<file path="src/rtl/pwr_sched_pkg.sv">
package pwr_sched_pkg;

  localparam int MAX_ACT    = 16;
  localparam int MAX_COST_W = 16;
  localparam int COST_VEC_W = MAX_ACT * MAX_COST_W;

  typedef logic [MAX_ACT-1:0]    act_mask_t;
  typedef logic [COST_VEC_W-1:0] cost_vec_t;

  // cost of action idx, from a packed array of w-bit fields
  function automatic int unsigned cost_at(cost_vec_t costs, int w, int idx);
    int unsigned c;
    c = 0;
    for (int b = 0; b < w; b++) begin
      if (costs[idx*w + b]) c = c | (32'd1 << b);
    end
    return c;
  endfunction

  // budget-limited priority pick: walk from index 0, stop at first misfit
  function automatic act_mask_t pick_subset(act_mask_t rdy, cost_vec_t costs,
                                            int n, int w, int unsigned budget);
    act_mask_t   m;
    int unsigned acc;
    bit          halted;
    m      = '0;
    acc    = 0;
    halted = 1'b0;
    for (int i = 0; i < n; i++) begin
      if (rdy[i] && !halted) begin
        if (acc + cost_at(costs, w, i) <= budget) begin
          m[i] = 1'b1;
          acc  = acc + cost_at(costs, w, i);
        end else begin
          halted = 1'b1;
        end
      end
    end
    // oversized leader: grant it alone so it cannot starve
    if (m == '0) begin
      for (int i = n - 1; i >= 0; i--) begin
        if (rdy[i]) m = act_mask_t'(1) << i;
      end
    end
    return m;
  endfunction

endpackage

</file>
<file path="src/rtl/psched_rom.sv">
module psched_rom
  import pwr_sched_pkg::*;
#(
  parameter int          N_ACT  = 8,
  parameter int          COST_W = 6,
  parameter cost_vec_t   COSTS  = '0,
  parameter int unsigned BUDGET = 30
) (
  input  logic [N_ACT-1:0] ready,
  output logic [N_ACT-1:0] grant
);

  localparam int DEPTH = 1 << N_ACT;

  logic [N_ACT-1:0] rom [DEPTH];

  for (genvar e = 0; e < DEPTH; e++) begin : g_entry
    localparam act_mask_t PICK = pick_subset(act_mask_t'(e), COSTS, N_ACT, COST_W, BUDGET);
    assign rom[e] = PICK[N_ACT-1:0];
  end

  assign grant = rom[ready];

endmodule

</file>
<file path="src/rtl/psched_cost.sv">
module psched_cost #(
  parameter int                    N_ACT   = 8,
  parameter int                    COST_W  = 6,
  parameter int                    SUM_W   = 10,
  parameter logic [N_ACT*COST_W-1:0] ACT_COST = '0
) (
  input  logic [N_ACT-1:0] grant,
  output logic [SUM_W-1:0] total
);

  logic [SUM_W-1:0] term [N_ACT];

  for (genvar i = 0; i < N_ACT; i++) begin : g_term
    localparam logic [COST_W-1:0] C = ACT_COST[i*COST_W +: COST_W];
    assign term[i] = grant[i] ? SUM_W'(C) : '0;
  end

  always_comb begin
    total = '0;
    for (int i = 0; i < N_ACT; i++) total = total + term[i];
  end

endmodule

</file>
<file path="src/rtl/psched_pend.sv">
module psched_pend #(
  parameter int N_ACT = 8
) (
  input  logic             clk,
  input  logic             rst_n,
  input  logic [N_ACT-1:0] held,
  output logic [N_ACT-1:0] pending
);

  always_ff @(posedge clk or negedge rst_n) begin
    if (!rst_n) pending <= '0;
    else        pending <= held;
  end

endmodule

</file>
<file path="src/rtl/pwr_sched.sv">
module pwr_sched
  import pwr_sched_pkg::*;
#(
  parameter int                      N_ACT    = 8,
  parameter int                      COST_W   = 6,
  parameter logic [N_ACT*COST_W-1:0] ACT_COST = {6'd9, 6'd5, 6'd15, 6'd8,
                                                 6'd12, 6'd6, 6'd40, 6'd10},
  parameter int unsigned             BUDGET   = 30,
  localparam int                     SUM_W    = COST_W + $clog2(N_ACT + 1)
) (
  input  logic             clk,
  input  logic             rst_n,
  input  logic [N_ACT-1:0] ready,
  output logic [N_ACT-1:0] grant,
  output logic [SUM_W-1:0] grant_cost,
  output logic [N_ACT-1:0] pending
);

  localparam cost_vec_t COST_EXT = {{(COST_VEC_W - N_ACT*COST_W){1'b0}}, ACT_COST};

  // named internal events for the checker
  logic [N_ACT-1:0] suppressed;
  logic             over_budget;
  logic             lone_oversize;

  psched_rom #(
    .N_ACT(N_ACT), .COST_W(COST_W), .COSTS(COST_EXT), .BUDGET(BUDGET)
  ) u_rom (
    .ready(ready),
    .grant(grant)
  );

  psched_cost #(
    .N_ACT(N_ACT), .COST_W(COST_W), .SUM_W(SUM_W), .ACT_COST(ACT_COST)
  ) u_cost (
    .grant(grant),
    .total(grant_cost)
  );

  assign suppressed    = ready & ~grant;
  assign over_budget   = grant_cost > SUM_W'(BUDGET);
  assign lone_oversize = over_budget && ($countones(grant) == 1);

  psched_pend #(.N_ACT(N_ACT)) u_pend (
    .clk    (clk),
    .rst_n  (rst_n),
    .held   (suppressed),
    .pending(pending)
  );

endmodule

</file>
<file path="config.mk">
export PLATFORM = sky130hd
export DESIGN_NAME = pwr_sched
export DESIGN_NICKNAME = d
export VERILOG_FILES = /design/src/rtl/pwr_sched_pkg.sv /design/src/rtl/psched_rom.sv /design/src/rtl/psched_cost.sv /design/src/rtl/psched_pend.sv /design/src/rtl/pwr_sched.sv
export SDC_FILE = /design/constraint.sdc
export NUM_CORES = 1
export LEC_CHECK = 0
export ABC_AREA = 1
export CAP_MARGIN = 0
export CORE_MARGIN = 3
export CORE_UTILIZATION = 42
export CTS_CLUSTER_DIAMETER = 60
export CTS_CLUSTER_SIZE = 12
export DETAILED_ROUTE_END_ITERATION = 10
export GPL_TIMING_DRIVEN = 0
export HOLD_SLACK_MARGIN = 0.08
export MAX_ROUTING_LAYER = met4
export PLACE_DENSITY = 0.79
export SYNTH_ARGS = -nofsm -noshare
export SYNTH_HDL_FRONTEND = slang
export SYNTH_SLANG_ARGS = --single-unit
</file>
<file path="constraint.sdc">
create_clock -name clk -period 4.9 [get_ports clk]
set_input_delay 0.735 -clock clk [delete_from_list [all_inputs] [get_ports clk]]
set_output_delay 0.735 -clock clk [all_outputs]
set_load 0.05 [all_outputs]
</file>
==> impl_metrics.yaml <==
grt:
  grt_max_degree: 9
  grt_pass1_vias: 709
  grt_pass1_wl_um: 3040
  grt-ovfl-total: 0
  grt_usage_pct: 15.6
  antenna_found_initial: 0
worst_hold_path:
  min_path_type: "input port to flop"
routing:
  drt_iter0_markers: 14
  dr.pass1.iters: 4
  antenna_left: 0
  wl_met1_um: 822
  drc_errors: 0
  via_count: 777
  wirelength_um: 1850
  top_layer: "met3"
  wl_per_cell_um: 10.6
  via_per_inst: 4.47
  dr_wl_met3_um: 101
  wl_met2_um: 927
cells_and_area:
  drive_gt1_share_pct: 26.2
  seqCellArea_um2: 175
  area_growth_pct: 45.2
  top_register: "u_pend.pending"
  multi_input_area_um2: 547
  reg.largest.list: "u_pend.pending x7"
  nNetsFinal: 175
  nFillCells: 162
  final_common_cell: "inv_1"
  final_cell_mix: "25 x inv_1, 21 x clkdlybuf4s50_1, 16 x nand2_1"
  largest_reg_flops: 7
  insertedDiodeCount: 0
yosys:
  yosysUniqueCellTypes: 22
  synthSimpleGateAreaFrac_pct: 23.5
  yosys.area_share.adder_pct: 28.9
  postSynthAreaPerCell_um2: 7.64
  syn_area_um2: 856
  synth_compound_area_share_pct: 4.97
  ys_ff_latch: 7
  synthXorXnorAreaFrac_pct: 1.02
  syn_inst: 112
  synth_mux_area_share_pct: 0
  yosys_warnings: 0
  synthTopCellsByArea: "dfrtp_1 20%, fa_1 19%, inv_1 13%"
  yosysTopAreaCellShare_pct: 20.5
  synth_top_cell_by_area: "dfrtp_1"
  synth_seq_area_share_pct: 20.5
  synth_top_family_by_area: "adder cells"
timing:
  period_minus_slack_ps: 4720
  finalHoldViolCount: 0
  worst_pin_slew_ps: 511
  layout_setup_ws_ps: 176
  holdWs_ps: 719
  max_slew_margin_pct: 65.8
  setup_viol: 0
  fin_crit_sh_pct: 96.4
  drv_slew: 0
  max_freq_ghz: 0.212
  rsz0062_at_grt: "no"
worst_setup_path:
  cp_num_cells: 16
  crit_buf_inv: 6
  crit_path_top_delay_cell: "fa_1"
  crit_end: "grant_cost[5]"
  worstSetupStartpoint: "ready[3]"
  criticalPathCategory: "input port to primary output"
  worstSetupStartpointType: "input port"
  cp-end-kind: "primary output"
  critical-path-top-delay-family: "adder cells"
  critPathMaxFanout: 5
  worstPathRequired_ps: 4160
  path_cells: "dlygate4sd2_1 > inv_2 > nand2_1 > nand2_1 > o21ai_2 > nor2_4 > inv_2 > fa_1 > inv_1 > fa_1 > ha_1 > ha_1 > inv_1 > fa_2 > xnor2_4 > buf_6"
  critical_path_arrival_ps: 3990
  cpPeakStageDelay_ps: 540
floorplanning:
  dieArea_um2: 2620
  die_width_um: 51.1
  die_h_um: 51.1
  core_um2: 1820
  start_util_pct: 47.0
  row_count: 15
  io_pins: 36
placement:
  io_buffer_count: 30
  pre_cts_ws_ps: -1080
  post-dp-hpwl_um: 1590
  gp_congestion: 0.749
outcome:
  status: "complete, no violations"
pwr:
  vdd_ir_drop_max_uv: 164
  cellPowerDensity_nw_per_um2: 274
  power_leakage_nw: 0.689
clocking:
  hold_buffers: 0
  cts_made_buffers: 3
  htree_levels: 1
  cts_tree: "built"
  ctsLongestPathBuffers: 2
  cts_root_buf: "clkbuf_4"
  clock-sinks: 7
  post_cts_buffers: 0
  clk_pin_slew_ps: 60
run:
  cap_viol_max_count: 0
[metrics by stage]
step | util [%] | TNS, ps | power [W] | instances | cell area, um^2
floorplan | - | 0 | 0.000230 | 115 | 893
global placement | 67.3 | -2850 | 0.000290 | 170 | 1220
detailed placement | 67.3 | -3300 | 0.000295 | 170 | 1220
CTS | 68.7 | 0 | 0.000344 | 174 | 1250
global route | 68.2 | 0 | 0.000364 | 174 | 1240
finish | 68.2 | 0 | 0.000340 | 174 | 1240
[logic make-up (layout without fill, tap and decap cells)]
| group | count (synthesis) | after routing |
|---|---|---|
| other cells | 1 | 4 |
| compound gates | 7 | 7 |
| buf+inv | 40 | 74 |
| simple gates | 41 | 41 |
| flops | 7 | 7 |
| fa+ha+maj | 15 | 15 |
| xor+xnor | 1 | 1 |
[power by group]
| group | switching (W) | internal [W] |
|---|---|---|
| clock network | 0.0000233 | 0.0000299 |
| registers | 0.000000895 | 0.0000615 |
| logic | 0.000152 | 0.0000731 |
[Yosys cell counts, drive strengths merged]
cell    instances
inv            33
a21oi           4
nand4           1
fa              8
ha              7
conb            1
xnor2           1
nand2          21
dfrtp           7
clkbuf          1
buf             6
nand3           8
o21ai           3
nor2           11
[worst min-delay path, stage by stage]
cell     delay (ps)
buf_6           120
nand2_1          50
inv_1            30
[layout make-up]
cell class	instances	share of cell area [%]
multi-input combinational	68	44.0
inverter	33	9.97
clock buffer	3	1.81
buffer	7	4.23
tap	25	2.52
sequential	7	14.1
timing repair buffer	30	23.0
clock inverter	1	0.403
[per-layer routing]
| metal | track usage, % | vias to the layer above |
|---|---|---|
| met4 | 5.38 | 0 |
| met2 | 27.0 | 26 |
| met1 | 19.0 | 356 |
| met3 | 1.17 | 0 |
| li1 | - | 395 |
| met5 | - | - |
[how the worst min path moves through the flow]
| stage | start | end | cells after the start |
|---|---|---|---|
| 2_1_floorplan | rst_n | u_pend.pending[1] | 0 |
| 3_3_place_gp | ready[1] | u_pend.pending[2] | 3 |
| 3_5_place_dp | ready[1] | u_pend.pending[1] | 3 |
| 4_1_cts | ready[1] | u_pend.pending[1] | 3 |
| 5_1_grt | ready[1] | u_pend.pending[1] | 3 |
| 6_report | ready[1] | u_pend.pending[1] | 3 |
[repair_timing]
item	CTS	global route
gates cloned	0	0
resized for setup	28	4
endpoints found under the setup margin	5	3
Power figures use the tool's default switching activity.
